[src/rtl/phy_evt_pkg.sv]
package phy_evt_pkg;
    typedef enum logic [1:0] {
        FC_IDLE,
        FC_DECIDE,
        FC_STREAM,
        FC_FALSE
    } fc_state_t;

    typedef enum logic {
        RX_IDLE,
        RX_BUSY
    } rx_state_t;
endpackage

[src/rtl/evt_counter.sv]
module evt_counter #(
    parameter int COUNT_W  = 16,
    parameter bit SATURATE = 1'b0
) (
    input  logic               clk,
    input  logic               rst_n,
    input  logic               inc,
    input  logic               clr,
    output logic [COUNT_W-1:0] cnt
);
    localparam logic [COUNT_W-1:0] MAXV = '1;

    logic [COUNT_W-1:0] nxt;

    generate
        if (SATURATE) begin : g_sat
            always_comb nxt = (cnt == MAXV) ? cnt : cnt + 1'b1;
        end else begin : g_wrap
            always_comb nxt = cnt + 1'b1;
        end
    endgenerate

    always_ff @(posedge clk or negedge rst_n) begin
        if (!rst_n)   cnt <= '0;
        else if (clr) cnt <= '0;
        else if (inc) cnt <= nxt;
    end

    AST_CLR_WINS: assert property (@(posedge clk) disable iff (!rst_n)
        clr |=> (cnt == '0));

    AST_STEP_ONE: assert property (@(posedge clk) disable iff (!rst_n)
        (!clr && cnt != MAXV) |=> (cnt == $past(cnt) + {{(COUNT_W-1){1'b0}}, $past(inc)}));

    generate
        if (SATURATE) begin : g_sat_chk
            AST_NO_OVERFLOW: assert property (@(posedge clk) disable iff (!rst_n)
                (!clr && cnt == MAXV) |=> (cnt == MAXV));
        end else begin : g_wrap_chk
            AST_WRAP_ZERO: assert property (@(posedge clk) disable iff (!rst_n)
                (!clr && inc && cnt == MAXV) |=> (cnt == '0));
        end
    endgenerate
endmodule

[src/rtl/false_carrier_fsm.sv]
module false_carrier_fsm
    import phy_evt_pkg::*;
#(
    parameter int WIN_CYC = 8
) (
    input  logic clk,
    input  logic rst_n,
    input  logic crs,
    input  logic ssd_det,
    output logic fc_evt
);
    localparam int WIN_W = $clog2(WIN_CYC + 1);
    localparam logic [WIN_W-1:0] WIN_LAST = WIN_W'(WIN_CYC - 1);

    fc_state_t        state, state_nxt;
    logic [WIN_W-1:0] win_cnt;
    logic             win_done;

    assign win_done = (win_cnt == WIN_LAST);

    always_ff @(posedge clk or negedge rst_n) begin
        if (!rst_n) begin
            state   <= FC_IDLE;
            win_cnt <= '0;
        end else begin
            state <= state_nxt;
            if (state == FC_DECIDE) win_cnt <= win_cnt + 1'b1;
            else                    win_cnt <= '0;
        end
    end

    always_comb begin
        state_nxt = state;
        unique case (state)
            FC_IDLE: begin
                if (crs && ssd_det) state_nxt = FC_STREAM;
                else if (crs)       state_nxt = FC_DECIDE;
            end
            FC_DECIDE: begin
                if (ssd_det)       state_nxt = FC_STREAM;
                else if (!crs)     state_nxt = FC_IDLE;
                else if (win_done) state_nxt = FC_FALSE;
            end
            FC_STREAM: if (!crs) state_nxt = FC_IDLE;
            FC_FALSE:  if (!crs) state_nxt = FC_IDLE;
            default:   state_nxt = FC_IDLE;
        endcase
    end

    always_comb begin
        fc_evt = 1'b0;
        unique case (state)
            FC_DECIDE: fc_evt = !ssd_det && (!crs || win_done);
            default:   fc_evt = 1'b0;
        endcase
    end

    AST_FC_STREAM_QUIET: assert property (@(posedge clk) disable iff (!rst_n)
        (state == FC_STREAM) |-> !fc_evt);

    AST_FC_ONCE: assert property (@(posedge clk) disable iff (!rst_n)
        fc_evt |=> (state != FC_DECIDE));
endmodule

[src/rtl/rx_err_tracker.sv]
module rx_err_tracker
    import phy_evt_pkg::*;
(
    input  logic clk,
    input  logic rst_n,
    input  logic pkt_active,
    input  logic rx_err,
    input  logic col,
    output logic err_evt
);
    rx_state_t state, state_nxt;
    logic      err_seen, col_seen;

    always_ff @(posedge clk or negedge rst_n) begin
        if (!rst_n) begin
            state    <= RX_IDLE;
            err_seen <= 1'b0;
            col_seen <= 1'b0;
        end else begin
            state <= state_nxt;
            if (pkt_active) begin
                err_seen <= err_seen | rx_err;
                col_seen <= col_seen | col;
            end else begin
                err_seen <= 1'b0;
                col_seen <= 1'b0;
            end
        end
    end

    always_comb begin
        state_nxt = state;
        unique case (state)
            RX_IDLE: if (pkt_active)  state_nxt = RX_BUSY;
            RX_BUSY: if (!pkt_active) state_nxt = RX_IDLE;
            default: state_nxt = RX_IDLE;
        endcase
    end

    always_comb begin
        err_evt = 1'b0;
        unique case (state)
            RX_BUSY: err_evt = !pkt_active && err_seen && !col_seen;
            default: err_evt = 1'b0;
        endcase
    end

    AST_RX_AT_END: assert property (@(posedge clk) disable iff (!rst_n)
        err_evt |-> ($past(pkt_active) && !pkt_active));

    AST_RX_COL_BLOCKS: assert property (@(posedge clk) disable iff (!rst_n)
        (state == RX_BUSY && col_seen) |-> !err_evt);

    AST_RX_IDLE_QUIET: assert property (@(posedge clk) disable iff (!rst_n)
        (state == RX_IDLE) |-> !err_evt);
endmodule

[src/rtl/phy_rx_event_counters.sv]
module phy_rx_event_counters #(
    parameter int COUNT_W = 16,
    parameter int WIN_CYC = 8
) (
    input  logic               clk,
    input  logic               rst_n,
    input  logic               disc_evt,
    input  logic               crs,
    input  logic               ssd_det,
    input  logic               pkt_active,
    input  logic               rx_err,
    input  logic               col,
    input  logic               clr_disc,
    input  logic               clr_fcar,
    input  logic               clr_rxerr,
    output logic [COUNT_W-1:0] disc_cnt,
    output logic [COUNT_W-1:0] fcar_cnt,
    output logic [COUNT_W-1:0] rxerr_cnt
);
    logic fc_evt;
    logic err_evt;

    false_carrier_fsm #(.WIN_CYC(WIN_CYC)) i_fc (
        .clk(clk), .rst_n(rst_n), .crs(crs), .ssd_det(ssd_det), .fc_evt(fc_evt)
    );

    rx_err_tracker i_rx (
        .clk(clk), .rst_n(rst_n), .pkt_active(pkt_active),
        .rx_err(rx_err), .col(col), .err_evt(err_evt)
    );

    evt_counter #(.COUNT_W(COUNT_W), .SATURATE(1'b0)) i_disc_cnt (
        .clk(clk), .rst_n(rst_n), .inc(disc_evt), .clr(clr_disc), .cnt(disc_cnt)
    );

    evt_counter #(.COUNT_W(COUNT_W), .SATURATE(1'b1)) i_fcar_cnt (
        .clk(clk), .rst_n(rst_n), .inc(fc_evt), .clr(clr_fcar), .cnt(fcar_cnt)
    );

    evt_counter #(.COUNT_W(COUNT_W), .SATURATE(1'b1)) i_rxerr_cnt (
        .clk(clk), .rst_n(rst_n), .inc(err_evt), .clr(clr_rxerr), .cnt(rxerr_cnt)
    );

    AST_RESET_ZERO: assert property (@(posedge clk)
        $rose(rst_n) |-> (disc_cnt == '0 && fcar_cnt == '0 && rxerr_cnt == '0));

    AST_PKT_NO_FC: assert property (@(posedge clk) disable iff (!rst_n)
        (!crs && !$past(crs) && !clr_fcar) |=> $stable(fcar_cnt));
endmodule

[config.mk]
export PLATFORM = sky130hd
export DESIGN_NAME = phy_rx_event_counters
export DESIGN_NICKNAME = d
export VERILOG_FILES = /design/src/rtl/phy_evt_pkg.sv /design/src/rtl/evt_counter.sv /design/src/rtl/false_carrier_fsm.sv /design/src/rtl/rx_err_tracker.sv /design/src/rtl/phy_rx_event_counters.sv
export SDC_FILE = /design/constraint.sdc
export NUM_CORES = 1
export LEC_CHECK = 0
export CAP_MARGIN = 5
export CELL_PAD_IN_SITES_DETAIL_PLACEMENT = 1
export CELL_PAD_IN_SITES_GLOBAL_PLACEMENT = 2
export CORE_ASPECT_RATIO = 0.5
export CORE_UTILIZATION = 32
export DETAILED_ROUTE_END_ITERATION = 10
export PLACE_DENSITY = 0.78
export SLEW_MARGIN = 10
export SYNTH_ARGS = -nofsm -noshare
export SYNTH_HDL_FRONTEND = slang
export SYNTH_SLANG_ARGS = --single-unit
[constraint.sdc]
create_clock -name clk -period 2.2 [get_ports clk]
set_input_delay 0.22 -clock clk [delete_from_list [all_inputs] [get_ports clk]]
set_output_delay 0.22 -clock clk [all_outputs]
set_load 0.02 [all_outputs]
==> out/metrics.yaml, run 1 <==
run_status:
  status: "completed"
cells_and_area:
  stdcell_area_mm2: 0.00401
  fin_nets: 379
  antenna_cells: 0
  syn2layout_area_growth_pct: 36.9
  final_util: 0.455
  drive_gt1_frac: 0.100
  layout_common_cells: "dfrtp_1, clkdlybuf4s50_1, nor2_1"
worst_setup_path:
  slowest_stage: "a2111oi_2"
  criticalPathCategory: "reg2reg"
  critical_path.max_fanout: 4
  r2r-start: "i_fc.win_cnt[0]"
  end_kind: "register"
  crit_chain: "ha_1 > nand3b_4 > a2111oi_2 > o21ai_1 > nor2_1 > mux2_1"
  reg2reg_to: "i_fcar_cnt.cnt[14]"
  cp.arrival_ns: 2.23
  r2r_setup_slack_ns: 0.18
  start_kind: "register"
  worst-path-buf-inv: 0
  slowest_delay_ns: 0.45
  reg2regPathDepth: 6
  crit_required_ns: 2.41
  cp_top_family: "compound AO/OA/AOI/OAI gates"
sta:
  fmax_mhz: 496
  maxSlewViolCount: 0
  rsz0062_at_grt: "no"
  fin_hold_ws_ns: 0.426
  slew_headroom: 0.666
  finalHoldViolations: 0
  layout_min_cycle_time_ns: 2.02
  skew_ns: 0.00512
  tns_ns: 0
  setup-violations-final: 0
  tightest_slew_ns: 0.497
  fin_crit_sh: 0.917
yosys:
  synth-async-reset-ratio: 1.00
  synth_top_family_by_area: "simple AND/OR/NAND/NOR gates"
  synth_seq_cells: 57
  yosys_most_used_dff: "dfrtp_1"
  synth_edf_count: 0
  syn_nets: 307
  avgSynthCellArea_um2: 10.0
  synth_mux_area_frac: 0.0180
  yosysSeqAreaShare: 0.487
  synthAdderAreaFrac: 0.0171
  synth-xor-area-share: 0.108
  ys_warn_count: 0
  netlist_area_mm2: 0.00293
  synth_area_leader_cell: "dfrtp_1"
  synth_compound_area_frac: 0.0996
  ys_types: 49
  synthTopCellsByArea: "dfrtp_1, nor2_1, xnor2_1"
  synth-simple-area-share: 0.245
  yosys.area.top_type_share: 0.487
  synth_cells: 292
global_route:
  grt.overflow.total: 0
  grt_max_degree: 58
  antenna_found_initial: 0
  grt_use_total: 0.175
  grt_pass1_wl_um: 12900
  first_global_vias: 2684
power_and_ir_drop:
  max-vdd-ir-drop_uv: 366
  static-leakage-power_nw: 1.65
  power_mw: 2.54
  power_density_mw_per_mm2: 635
worst_hold_path:
  hp-class: "in2async"
clock_tree:
  post_cts_buffers: 0
  insertion_delay_ns: 0.33
  tritoncts: "built"
  clock_sinks: 57
  cts_resized: 0
  numCtsBuffers: 9
  clk_path_buf_depth: 2
  cts_max_level: 3
  cts.clk_slew.worst_paths_ns: 0.05
  root_buffer: "clkbuf_16"
place:
  hpwlAfterDp_um: 5250
  gp_congestion: 0.782
  place.port_buffers: 58
  dpl_cell_area_mm2: 0.00370
floorplan:
  start_util: 0.333
  die_w_um: 137
  dieArea_mm2: 0.00956
  dieHeight_um: 69.6
  rows: 24
  ios: 59
  design.core.area_mm2: 0.00880
routing:
  drt-vias-per-instance: 5.06
  ant_nets: 0
  route.detailed.drc: 0
  routedWlPerCell_um: 15.0
  drt_iter0_markers: 107
  finalWirelength_um: 7310
  dr.pass1.iters: 3
  vias: 2461
flow_run:
  maxCapViolations: 0
==> layout make-up <==
| type | instances | area [um2] |
|---|---|---|
| Tap cell | 117 | 146 |
| Multi-Input combinational cell | 219 | 1430 |
| Clock buffer | 14 | 284 |
| Sequential cell | 57 | 1430 |
| Inverter | 6 | 22.5 |
| Timing Repair Buffer | 71 | 688 |
| Fill cell | 998 | 4790 |
| Clock inverter | 2 | 10.0 |
==> power breakdown <==
group,total (mW),switching [mW],internal [mW]
Combinational,0.120,0.0703,0.0497
Clock,1.35,0.468,0.880
Sequential,1.08,0.0125,1.06
==> Yosys cell counts, types with 5 or more instances <==
| library cell | number |
|---|---|
| dfrtp_1 | 57 |
| nor2_1 | 53 |
| xnor2_1 | 18 |
| xor2_1 | 18 |
| nand2_1 | 17 |
| nand4_1 | 13 |
| nand3_1 | 11 |
| a21oi_1 | 8 |
| nor3_1 | 8 |
| or3_1 | 7 |
| and3_1 | 6 |
| inv_1 | 6 |
| o21ai_1 | 5 |
==> worst register-to-register path: stages, from the launching register on <==
cell and delay (ns):
dfrtp_1 0.37, ha_1 0.27, nand3b_4 0.13, a2111oi_2 0.45, o21ai_1 0.19, nor2_1 0.16
mux2_1 0.33
==> through the flow <==
stage,std cells,setup slack [ns]
final,486,0.183
after global routing,486,0.00881
after CTS,486,0.112
after detailed placement,469,0.0268
after global placement,469,0.143
after floorplan,292,0.319
==> timing repair <==
| action | CTS | global route |
|---|---|---|
| endpoints found under the setup margin | 0 | 1 |
| hold endpoints to repair | 57 | 0 |
| hold buffers | 1 | 0 |
==> per-layer routing <==
metal / vias to the layer above / global-route usage / share of wire
li1: 1176 / - / -
met1: 1242 / 0.219 / 0.46
met2: 33 / 0.287 / 0.49
met3: 10 / 0.0504 / 0.032
met4: 0 / 0.0623 / 0.014
met5: - / 0 / 0
==> cells by family after synthesis <==
| logic type | Yosys count |
|---|---|
| simple gates | 136 |
| flops | 57 |
| fa+ha+maj | 4 |
| compound gates | 38 |
| buf+inv | 16 |
| xor+xnor | 36 |
| mux | 5 |
==> flip-flops by register name (all words and copies together), names as in the netlist <==
| register | flops |
|---|---|
| i_disc_cnt.cnt | 16 |
| i_fc.state | 2 |
| i_fc.win_cnt | 4 |
| i_fcar_cnt.cnt | 16 |
| i_rx.col_seen | 1 |
| i_rx.err_seen | 1 |
| i_rx.state | 1 |
| i_rxerr_cnt.cnt | 16 |
==> how the worst max path moves through the flow <==
stage | depth (start not counted) | slack (ns) | start | end
floorplan | 7 | 0.32 | i_rxerr_cnt.cnt[0] | i_rxerr_cnt.cnt[11]
global placement | 6 | 0.14 | pkt_active | i_rxerr_cnt.cnt[15]
detailed placement | 6 | 0.03 | pkt_active | i_rxerr_cnt.cnt[15]
CTS | 6 | 0.11 | i_fc.win_cnt[0] | i_fcar_cnt.cnt[13]
global route | 6 | 0.009 | i_fc.win_cnt[0] | i_fcar_cnt.cnt[14]
finish | 6 | 0.18 | i_fc.win_cnt[0] | i_fcar_cnt.cnt[14]
No activity file was read; power rests on OpenSTA's default activity.
==> run 2, diff against run 1 <==
--- a/config.mk
+++ b/config.mk
@@ -9,9 +9,11 @@
 export CELL_PAD_IN_SITES_DETAIL_PLACEMENT = 1
 export CELL_PAD_IN_SITES_GLOBAL_PLACEMENT = 2
 export CORE_ASPECT_RATIO = 0.5
+export CORE_MARGIN = 10
 export CORE_UTILIZATION = 32
 export DETAILED_ROUTE_END_ITERATION = 10
 export PLACE_DENSITY = 0.78
+export SKIP_CTS_REPAIR_TIMING = 1
 export SLEW_MARGIN = 10
 export SYNTH_ARGS = -nofsm -noshare
 export SYNTH_HDL_FRONTEND = slang
==> run 2 against run 1 <==
  * Highest routed layer unchanged
  * Cell area fell by 1.4%
  * Routed wire length is 8.4% higher
  * Critical path type unchanged
  * Register-to-register slack about the same
  * Clock power shrank 12%
  * Worst hold slack got worse by 0.11 ns
==> out/metrics.yaml, run 2 (synthesized netlist as in run 1, its figures left out) <==
routing:
  drt_iter0_markers: 102
  finalWirelength_um: 7920
  ant_nets: 0
  routedWlPerCell_um: 16.4
  drt-vias-per-instance: 5.06
  vias: 2443
  dr.pass1.iters: 4
  route.detailed.drc: 0
cells_and_area:
  syn2layout_area_growth_pct: 34.9
  multi_input_area_mm2: 0.00143
  final-seq-area_mm2: 0.00143
  reg.largest.list: "i_disc_cnt.cnt (16), i_fcar_cnt.cnt (16), i_rxerr_cnt.cnt (16)"
  fillers: 1017
  fin_nets: 378
  antenna_cells: 0
  layout_common_cells: "dfrtp_1, clkdlybuf4s50_1, nor2_1"
  drive_gt1_frac: 0.0847
floorplan:
  rows: 24
  die_w_um: 155
  start_util: 0.333
  design.core.area_mm2: 0.00880
  ios: 59
  dieArea_mm2: 0.0136
  dieHeight_um: 87.6
clock_tree:
  root_buffer: "clkbuf_16"
  insertion_delay_ns: 0.32
  numCtsBuffers: 9
  clk_path_buf_depth: 2
  tritoncts: "built"
  cts_max_level: 3
  clock_sinks: 57
  cts.clk_slew.worst_paths_ns: 0.05
flow_run:
  maxCapViolations: 0
worst_setup_path:
  slowest_stage: "a2111oi_4"
  critical_path.max_fanout: 5
  start_kind: "register"
  worst-path-buf-inv: 0
  cp.arrival_ns: 2.23
  criticalPathCategory: "reg2reg"
  crit_required_ns: 2.40
  crit_chain: "ha_1 > nand3b_4 > a2111oi_4 > o21ai_2 > nor4_2 > mux2_1"
  cp_top_family: "compound AO/OA/AOI/OAI gates"
  slowest_delay_ns: 0.43
  end_kind: "register"
sta:
  skew_ns: 0.00509
  maxSlewViolCount: 0
  fin_crit_sh: 0.920
  fin_hold_ws_ns: 0.317
  slew_headroom: 0.669
  rsz0062_at_grt: "no"
  tightest_slew_ns: 0.493
  tns_ns: 0
  layout_min_cycle_time_ns: 2.02
  fmax_mhz: 494
  finalHoldViolations: 0
  setup-violations-final: 0
power_and_ir_drop:
  power_density_mw_per_mm2: 605
  max-vdd-ir-drop_uv: 359
  static-leakage-power_nw: 1.62
global_route:
  antenna_found_initial: 0
  grt_max_degree: 48
  grt.overflow.total: 0
  grt_use_total: 0.122
  first_global_vias: 2612
  grt_pass1_wl_um: 13600
place:
  gp_congestion: 0.793
  place.port_buffers: 58
  hpwlAfterDp_um: 5820
worst_hold_path:
  hp-class: "in2async"
run_status:
  status: "completed"
run 2: changes by cell type in the layout (fill, tap and decap cells not counted), sizes merged:
cell and delta:
clkinv -1, clkbuf -1, buf -1
run 2: layer usage:
metal | GRT usage | routed length (um) | vias to the layer above | share of wire
met3 | 0.0455 | 416 | 7 | 0.053
met5 | 0 | 0 | - | 0
li1 | - | - | 1173 | -
met4 | 0.0380 | 89 | 0 | 0.011
met2 | 0.204 | 3820 | 32 | 0.48
met1 | 0.145 | 3600 | 1231 | 0.45
run 2: final cells by class:
class	instances	share of cell area
multi-input cells	219	0.362
flip-flops and latches	57	0.361
repair buffers	70	0.172
clock buffers	13	0.0608
well taps	117	0.0371
inverters	6	0.00570
clock inverters	1	0.00127
run 2: worst paths after layout:
| path | from | end | slack, ns | depth (start not counted) |
|---|---|---|---|---|
| max | i_fc.win_cnt[0] | i_fcar_cnt.cnt[13] | 0.18 | 6 |
| min | rst_n | i_disc_cnt.cnt[5] | 0.32 | 2 |
| max reg2reg | i_fc.win_cnt[0] | i_fcar_cnt.cnt[13] | 0.18 | 6 |
| min reg2reg | i_fc.win_cnt[0] | i_fc.win_cnt[0] | 0.47 | 1 |
| max in group asynchronous | rst_n | i_fcar_cnt.cnt[3] | 1.34 | 3 |
| min in group clk | pkt_active | i_rx.state | 0.43 | 1 |
run 2: through the flow:
stage	setup slack, ns	cells	utilization	area (um2)	total power, mW
2_1_floorplan	0.319	292	-	2930	1.14
3_3_place_gp	0.146	468	0.420	3690	1.21
3_5_place_dp	0.0599	468	0.420	3690	1.22
4_1_cts	0.116	482	0.448	3940	2.43
5_1_grt	0.00938	483	0.449	3950	2.50
6_report	0.175	483	0.449	3950	2.39
run 2: where the power goes:
| part | leakage [nW] | switching [mW] | total [mW] | internal, mW |
|---|---|---|---|---|
| Sequential | 0.787 | 0.0131 | 1.08 | 1.06 |
| Clock | 0.120 | 0.444 | 1.19 | 0.746 |
| Combinational | 0.715 | 0.0717 | 0.122 | 0.0499 |
